<file path="src/rtl/sdh_regfront_pkg.sv">
package sdh_regfront_pkg;

    localparam int REG_ADDR_W = 3;

    typedef enum logic [REG_ADDR_W-1:0] {
        SEL_CMD_TX  = 3'd0,
        SEL_CMD_RSP = 3'd1,
        SEL_DAT_TX  = 3'd2,
        SEL_DAT_RX  = 3'd3,
        SEL_STATUS  = 3'd4,
        SEL_CTRL    = 3'd5,
        SEL_TIMER   = 3'd6,
        SEL_UNUSED  = 3'd7
    } reg_sel_e;

    typedef struct packed {
        logic push_cmd;
        logic pop_rsp;
        logic push_dat;
        logic pop_rx;
        logic load_ctrl;
    } strobes_t;

    localparam int ST_RSP_EMPTY_BIT = 1;
    localparam int ST_DTX_FULL_BIT  = 2;
    localparam int ST_DRX_EMPTY_BIT = 3;
    localparam int CTRL_SRST_BIT    = 0;

    // Decode one access into side-effect strobes; wrong direction gives none.
    function automatic strobes_t decode_access(input logic [REG_ADDR_W-1:0] addr,
                                               input logic we);
        strobes_t s;
        s = '0;
        case (reg_sel_e'(addr))
            SEL_CMD_TX:  s.push_cmd  = we;
            SEL_CMD_RSP: s.pop_rsp   = ~we;
            SEL_DAT_TX:  s.push_dat  = we;
            SEL_DAT_RX:  s.pop_rx    = ~we;
            SEL_CTRL:    s.load_ctrl = we;
            default:     s = '0;
        endcase
        return s;
    endfunction

endpackage

</file>
<file path="src/rtl/sdh_bus_handshake.sv">
module sdh_bus_handshake (
    input  logic clk,
    input  logic rst,
    input  logic stb,
    input  logic cyc,
    output logic ack,
    output logic req
);

    assign req = stb & cyc & ~ack;

    always_ff @(posedge clk) begin
        if (rst) ack <= 1'b0;
        else     ack <= req;
    end

    // acknowledge lasts one cycle
    assert_ack_single_R1: assert property (@(posedge clk) disable iff (rst)
        ack |=> !ack);

    // acknowledge only follows a strobed cycle
    assert_ack_after_req_R1: assert property (@(posedge clk) disable iff (rst)
        ack |-> $past(stb && cyc));

endmodule

</file>
<file path="src/rtl/sdh_read_path.sv">
module sdh_read_path
    import sdh_regfront_pkg::*;
#(
    parameter int DATA_W = 8
) (
    input  logic                  clk,
    input  logic                  rst,
    input  logic                  cap,
    input  logic [REG_ADDR_W-1:0] addr,
    input  logic [DATA_W-1:0]     rsp_head,
    input  logic [DATA_W-1:0]     rx_head,
    input  logic [DATA_W-1:0]     timer,
    input  logic [DATA_W-1:0]     status,
    output logic [DATA_W-1:0]     rdata
);

    logic [DATA_W-1:0] sel_val;

    always_comb begin
        case (reg_sel_e'(addr))
            SEL_CMD_RSP: sel_val = rsp_head;
            SEL_DAT_RX:  sel_val = rx_head;
            SEL_STATUS:  sel_val = status;
            SEL_TIMER:   sel_val = timer;
            default:     sel_val = '0;
        endcase
    end

    always_ff @(posedge clk) begin
        if (rst || !cap) rdata <= '0;
        else             rdata <= sel_val;
    end

    // read bus is quiet unless a read was captured on the previous edge
    assert_rdata_idle_zero_R9: assert property (@(posedge clk) disable iff (rst)
        !$past(cap) |-> rdata == '0);

    // undefined and write-only addresses read back as zero
    assert_undef_read_zero_R9: assert property (@(posedge clk) disable iff (rst)
        ($past(cap) && ($past(addr) == SEL_UNUSED || $past(addr) == SEL_CTRL ||
                        $past(addr) == SEL_CMD_TX || $past(addr) == SEL_DAT_TX))
        |-> rdata == '0);

endmodule

</file>
<file path="src/rtl/sdh_ctrl_reg.sv">
module sdh_ctrl_reg (
    input  logic clk,
    input  logic rst,
    input  logic wr,
    input  logic bit_in,
    output logic srst
);

    always_ff @(posedge clk) begin
        if (rst)     srst <= 1'b0;
        else if (wr) srst <= bit_in;
    end

    // control write takes effect on the next clock
    assert_ctrl_load_R7: assert property (@(posedge clk) disable iff (rst)
        wr |=> srst == $past(bit_in));

    // without a control write the soft reset holds
    assert_ctrl_hold_R9: assert property (@(posedge clk) disable iff (rst)
        !wr |=> $stable(srst));

endmodule

</file>
<file path="src/rtl/sdh_regfront.sv">
module sdh_regfront
    import sdh_regfront_pkg::*;
#(
    parameter int DATA_W = 8
) (
    input  logic                  clk,
    input  logic                  rst,
    input  logic [REG_ADDR_W-1:0] bus_addr,
    input  logic [DATA_W-1:0]     bus_wdata,
    input  logic                  bus_we,
    input  logic                  bus_stb,
    input  logic                  bus_cyc,
    output logic                  bus_ack,
    output logic [DATA_W-1:0]     bus_rdata,
    output logic                  ctq_push,
    output logic [DATA_W-1:0]     ctq_data,
    output logic                  crq_pop,
    input  logic [DATA_W-1:0]     crq_data,
    input  logic                  crq_empty,
    output logic                  dtq_push,
    output logic [DATA_W-1:0]     dtq_data,
    input  logic                  dtq_full,
    output logic                  drq_pop,
    input  logic [DATA_W-1:0]     drq_data,
    input  logic                  drq_empty,
    input  logic [DATA_W-1:0]     timer_val,
    output logic                  core_srst
);

    localparam int STATUS_MSB = ST_DRX_EMPTY_BIT;

    logic              req;
    logic              rd_cap;
    strobes_t          strb;
    logic [DATA_W-1:0] status_byte;

    sdh_bus_handshake u_hs (
        .clk (clk),
        .rst (rst),
        .stb (bus_stb),
        .cyc (bus_cyc),
        .ack (bus_ack),
        .req (req)
    );

    assign rd_cap = req & ~bus_we;

    // Status byte: fixed flag positions, unused positions zero.
    always_comb begin
        status_byte = '0;
        status_byte[ST_RSP_EMPTY_BIT] = crq_empty;
        status_byte[ST_DTX_FULL_BIT]  = dtq_full;
        status_byte[ST_DRX_EMPTY_BIT] = drq_empty;
    end

    sdh_read_path #(.DATA_W(DATA_W)) u_rd (
        .clk      (clk),
        .rst      (rst),
        .cap      (rd_cap),
        .addr     (bus_addr),
        .rsp_head (crq_data),
        .rx_head  (drq_data),
        .timer    (timer_val),
        .status   (status_byte),
        .rdata    (bus_rdata)
    );

    assign strb     = bus_ack ? decode_access(bus_addr, bus_we) : '0;
    assign ctq_push = strb.push_cmd;
    assign crq_pop  = strb.pop_rsp;
    assign dtq_push = strb.push_dat;
    assign drq_pop  = strb.pop_rx;
    assign ctq_data = bus_wdata;
    assign dtq_data = bus_wdata;

    sdh_ctrl_reg u_ctrl (
        .clk    (clk),
        .rst    (rst),
        .wr     (strb.load_ctrl),
        .bit_in (bus_wdata[CTRL_SRST_BIT]),
        .srst   (core_srst)
    );

    // at most one queue strobe per cycle
    assert_one_strobe_R4: assert property (@(posedge clk) disable iff (rst)
        $onehot0({ctq_push, crq_pop, dtq_push, drq_pop}));

    // command push only from a strobed write to address 0
    assert_cmd_push_src_R2: assert property (@(posedge clk) disable iff (rst)
        ctq_push |-> $past(bus_stb && bus_cyc && bus_we && bus_addr == SEL_CMD_TX));

    // data push only from a strobed write to address 2
    assert_dat_push_src_R3: assert property (@(posedge clk) disable iff (rst)
        dtq_push |-> $past(bus_stb && bus_cyc && bus_we && bus_addr == SEL_DAT_TX));

    // response pop only from a strobed read of address 1
    assert_rsp_pop_src_R4: assert property (@(posedge clk) disable iff (rst)
        crq_pop |-> $past(bus_stb && bus_cyc && !bus_we && bus_addr == SEL_CMD_RSP));

    // receive pop only from a strobed read of address 3
    assert_rx_pop_src_R5: assert property (@(posedge clk) disable iff (rst)
        drq_pop |-> $past(bus_stb && bus_cyc && !bus_we && bus_addr == SEL_DAT_RX));

    // status read reflects the flags sampled at the request edge
    assert_status_bits_R6: assert property (@(posedge clk) disable iff (rst)
        (bus_ack && !bus_we && bus_addr == SEL_STATUS) |->
        (bus_rdata[STATUS_MSB:0] == {$past(drq_empty), $past(dtq_full), $past(crq_empty), 1'b0}
         && bus_rdata[DATA_W-1:STATUS_MSB+1] == '0));

    // timer read returns the sampled countdown
    assert_timer_read_R8: assert property (@(posedge clk) disable iff (rst)
        (bus_ack && !bus_we && bus_addr == SEL_TIMER) |-> bus_rdata == $past(timer_val));

endmodule

</file>
<file path="config.mk">
export PLATFORM = sky130hd
export DESIGN_NAME = sdh_regfront
export DESIGN_NICKNAME = d
export VERILOG_FILES = /design/src/rtl/sdh_regfront_pkg.sv /design/src/rtl/sdh_bus_handshake.sv /design/src/rtl/sdh_read_path.sv /design/src/rtl/sdh_ctrl_reg.sv /design/src/rtl/sdh_regfront.sv
export SDC_FILE = /design/constraint.sdc
export NUM_CORES = 1
export LEC_CHECK = 0
export ABC_CLOCK_PERIOD_IN_PS = 1700
export BUFFER_PORTS_ARGS = -buffer_cell sky130_fd_sc_hd__buf_2
export CAP_MARGIN = 20
export CORE_ASPECT_RATIO = 1.2
export CORE_MARGIN = 4
export CORE_UTILIZATION = 37
export DETAILED_ROUTE_END_ITERATION = 8
export PLACE_DENSITY = 0.92
export SLEW_MARGIN = 25
export SYNTH_ARGS = -nofsm -noshare
export SYNTH_HDL_FRONTEND = slang
export SYNTH_SLANG_ARGS = --single-unit
</file>
<file path="constraint.sdc">
create_clock -name clk -period 1.7 [get_ports clk]
set_clock_uncertainty 0.15 [all_clocks]
set_input_delay 0.425 -clock clk [delete_from_list [all_inputs] [get_ports clk]]
set_output_delay 0.425 -clock clk [all_outputs]
set_load 0.05 [all_outputs]
</file>
---- Yosys cells after proc, flatten, opt, wreduce, memory -nomap -nowiden ----
Cells that the tools add are included.
operators by class
  add/subtract/negate cells ............... 0
  $mul .................................... 0
  divide/modulo/power cells ............... 0
  order comparisons ....................... 0
  equal/unequal tests ..................... 6
  shift operators ......................... 0
  muxes and demuxes ....................... 7
  bitwise gates (word level) .............. 5
  reductions and logical operators ........ 3
operators by type and width
  cell                number
  $pmux 8 s4          1
  $eq 3x3->1 const B  3
  $eq 3x2->1 const B  2
  $mux 1              5
  $mux 5              1
  $and 1x1->1         3
  $eq 3x1->1 const B  1
  $logic_not 3->1     1
  $not 1->1           2
  $logic_not 1->1     1
  $logic_or 1x1->1    1
word-level totals
  flip-flop bits (word level) ............. 10
  bits in latches ......................... 0
  bits in writable memories ............... 0
  ROM bits ................................ 0
  input bits .............................. 43
  output and inout port bits .............. 30
  word-level logic and storage cells ...... 24
  memories ................................ 0

---- Longest topological paths before layout ----
  depth in word-level cells ............... 5
  gate-level depth with buffers ........... 4
  mapped depth without buffers ............ 3

---- By module ----
A second synthesis with hierarchy kept.
second synthesis, totals
  cell total of the unflattened synthesis .. 71
  area, all modules ....................... 716.9 um^2
modules (own cells, without submodules)
  module             instances  cells each  area each (um^2)  sequential area each (um^2)
  sdh_read_path      1          38          431.7             160.2
  sdh_regfront       1          27          209.0             0.0
  sdh_bus_handshake  1          3           42.5              20.0
  sdh_ctrl_reg       1          3           33.8              20.0

---- Worst setup path after synthesis ----
No wires, ideal clock.
  path type ............................... reg-to-output
  start point ............................. register u_hs.ack
  end point ............................... output dtq_push
  arrival ................................. 2.492 ns
  data required time ...................... 1.125 ns
  slack ................................... -1.367 ns
  stages on the path, launching flop included .. 3
  path buffers ............................ 0
  cell sequence ........................... dfxtp_1 nand2b_1 nor4b_1
between the ends
  longest elaborated chain between the ends .. 1
RTL lines
  element                 RTL line                 source
  from (decl)             sdh_bus_handshake.sv:6   output logic ack,
  from (signal assigned)  sdh_bus_handshake.sv:14  else ack <= req;
  $mux 5                  sdh_regfront.sv:68       assign strb = bus_ack ? decode_access(bus_addr, bus_we) : '0;
  to (decl)               sdh_regfront.sv:20       output logic dtq_push,
Every way passes these cells.

---- Worst setup path after layout ----
  start point ............................. register u_hs.ack
  end point ............................... output crq_pop
between the ends
  longest elaborated chain between the ends .. 1
RTL lines
  element    RTL line            source
  $mux 5     sdh_regfront.sv:68
  to (decl)  sdh_regfront.sv:17  output logic crq_pop,
Every way passes these cells.

==> results.sh <==
export IMPL_cp_cell_sequence="nand2b_4, buf_6, nor3_4, buf_6"
export IMPL_grt_ovfl_total=0
export IMPL_wirelength_um=2150
export IMPL_critPathMaxFanout=4
export IMPL_cts_sinks=10
export IMPL_setup_slack_ns=-0.0311
export IMPL_grt_usage_pct=17.7
export IMPL_total_power_w=0.000611
export IMPL_crit_required_ns=1.12
export IMPL_cp_arrival_ns=1.16
export IMPL_dieArea_um2=2690
export IMPL_end_kind="primary output"
export IMPL_place_ws_ns=-0.150
export IMPL_timing_hold_violations_final=0
export IMPL_ctsLongestPathBuffers=2
export IMPL_power_density_nw_per_um2=572
export IMPL_final_max_slew_viol_count=0
export IMPL_grt_max_degree=16
export IMPL_status="complete, but fails checks"
export IMPL_drv_cap=0
export IMPL_finalCritPeriodShare_pct=102
export IMPL_netlist_instances=82
export IMPL_startpoint="u_hs.ack$_SDFF_PP0_"
export IMPL_grt_pass1_vias=803
export IMPL_grt_pass1_wl_um=3420
export IMPL_path_buf_inv=2
export IMPL_rr_startpoint="u_hs.ack$_SDFF_PP0_"
export IMPL_io_buffer_count=51
export IMPL_place_congestion=0.775
export IMPL_dp_hpwl_um=1850
export IMPL_antenna_found_initial=0
export IMPL_failed_checks="setup timing"
export IMPL_min_from="rst"
export IMPL_cp_common_cell="buf_6"
export IMPL_reg2reg_depth=4
export IMPL_ys_types=25
export IMPL_cpMaxStageDelayCell="dfxtp_4"
export IMPL_n_antenna_cell=0
export IMPL_ctsRootBufferMaster="clkbuf_4"
export IMPL_tns_ns=-0.0543
export IMPL_row_count=17
export IMPL_fmax_ghz=0.578
export IMPL_critPathTopFamily="flip-flops"
export IMPL_start_kind="register"
export IMPL_syn_num_nets=125
export IMPL_cts_buffers=3
export IMPL_fin_nets=174
export IMPL_ys_ff_latch=10
export IMPL_slowest_delay_ns=0.36
export IMPL_max_slew_margin_rel_pct=81.3
export IMPL_die_h_um=56.1
export IMPL_ios=73
export IMPL_rsz0062_at_grt="yes"
export IMPL_via_per_inst=5.23
export IMPL_fillers=171
export IMPL_final_layout_size_suffix_gt1_share_pct=59.2
export IMPL_hold_path_depth=2
export IMPL_core_area_um2=1830
export IMPL_fin_util_pct=58.3
export IMPL_crit_type="reg2out"
export IMPL_vias=780
export IMPL_start_util_pct=38.9
export IMPL_fin_crit_ns=1.73
export IMPL_hold_buffers=0
export IMPL_yosys_warnings=0
export IMPL_finalSetupViolCount=2
export IMPL_cp_depth=4
export IMPL_avgSynthCellArea_um2=8.68
export IMPL_yosysSeqAreaShare_pct=28.1
export IMPL_htreeDepth=1
export IMPL_worst_pin_slew_ns=0.279
export IMPL_routedWlPerCell_um=14.4
export IMPL_power_leakage_nw=0.535
export IMPL_netlist_area_um2=712
export IMPL_hold_class="in2reg"
export IMPL_tritoncts="built"
export IMPL_die_width_um=48.0
export IMPL_clkTransAtPathRegs_ns=0.06
export IMPL_whs_ns=0.216
export IMPL_area_delta_synth_final_pct=49.9
export IMPL_drc=0
export IMPL_ant_nets=0
export IMPL_first_pass_iters=4
export IMPL_drtIter0Drc=13
export IMPL_clk_latency_ns=0.27
export IMPL_ir_drop_mv=0.228
## sequential cells by signal, indices dropped and copies added, names as in the netlist
signal       flops
u_rd.rdata       8
u_hs.ack         1
u_ctrl.srst      1
## layer usage
metal | global-route usage [%] | wire length (µm) | part of all wire (%)
met4 | 16.9 | 170 | 7.9
met1 | 17.2 | 633 | 29
met3 | 1.62 | 215 | 10
met5 | 0 | 0 | 0
met2 | 29.3 | 1130 | 53
## logic make-up after synthesis
logic type	after synthesis	share of synthesized area, %
AOI/OAI and AO/OA	10	8.96
xor gates and xnor gates	1	1.23
buffers and inverters	21	21.8
DFF	10	28.1
muxes	6	8.44
and+or+nand+nor	34	31.5
## through the flow
stage | cell area [µm²] | cells
finish | 1070 | 149
global route | 1070 | 149
CTS | 1060 | 149
detailed placement | 986 | 144
global placement | 986 | 144
floorplan | 790 | 82
## Yosys cell counts
cell type | number | share of area (%)
a31oi_1 | 5 | 4.4
and2_1 | 4 | 3.5
and2_2 | 1 | 1.1
and2b_2 | 1 | 1.2
and4bb_1 | 1 | 1.8
buf_2 | 1 | 0.70
buf_4 | 16 | 17
buf_6 | 2 | 3.2
dfxtp_1 | 10 | 28
inv_1 | 2 | 1.1
mux2i_1 | 6 | 8.4
nand2_1 | 5 | 2.6
nand2b_1 | 3 | 2.6
nand2b_2 | 1 | 1.2
nand3_1 | 7 | 4.9
nand3b_1 | 5 | 5.3
nor2b_1 | 1 | 0.88
nor3_1 | 1 | 0.70
nor3b_2 | 2 | 3.5
nor4_1 | 1 | 0.88
nor4b_1 | 1 | 1.2
o21ai_0 | 1 | 0.70
o22ai_1 | 3 | 2.6
o41ai_1 | 1 | 1.2
xor2_1 | 1 | 1.2
## layout by cell type (no fill, tap or decap), types with 2 or more instances in the layout
master	instances
clkbuf_4	4
mux2i_1	6
nand2b_1	2
nand3b_1	5
buf_6	6
buf_2	45
nand3_1	7
inv_1	2
a31oi_1	5
and2_1	4
nand2_1	5
buf_4	11
o22ai_1	3
dfxtp_1	9
## worst reg2reg max path, stage by stage, from the launching register on
cell and delay (ns):
dfxtp_4 0.35, buf_4 0.14, and4bb_1 0.30, nand3_1 0.17, a31oi_1 0.20
## path summary, 6_finish.rpt
kind | end | slack [ns]
worst min-delay path | u_ctrl.srst$_SDFFE_PP0P_ | 0.22
worst max register to register | u_rd.rdata[6]$_SDFF_PP0_ | 0.32
worst min register to register | u_ctrl.srst$_SDFFE_PP0P_ | 0.44
worst max-delay path | crq_pop | -0.03
## what timing repair did
action	4_1_cts	5_1_grt
setup buffers	1	0
pin swaps	1	0
resized for setup	11	1
setup endpoints to repair	4	4
## final cells by class
type                            instances  area (µm²)  area share [%]
Inverter                                2        7.51           0.703
Timing Repair Buffer                   63         383            35.9
Tap cell                               19        23.8            2.23
Multi-Input combinational cell         51         413            38.7
Sequential cell                        10         204            19.1
Clock buffer                            4        36.3            3.40
## where the power goes
group	switching [W]	total [W]	internal [W]
clock	0.0000857	0.000216	0.000130
combinational	0.0000788	0.000157	0.0000787
sequential	0.00000143	0.000237	0.000236
Power figures use the tool's default switching activity.
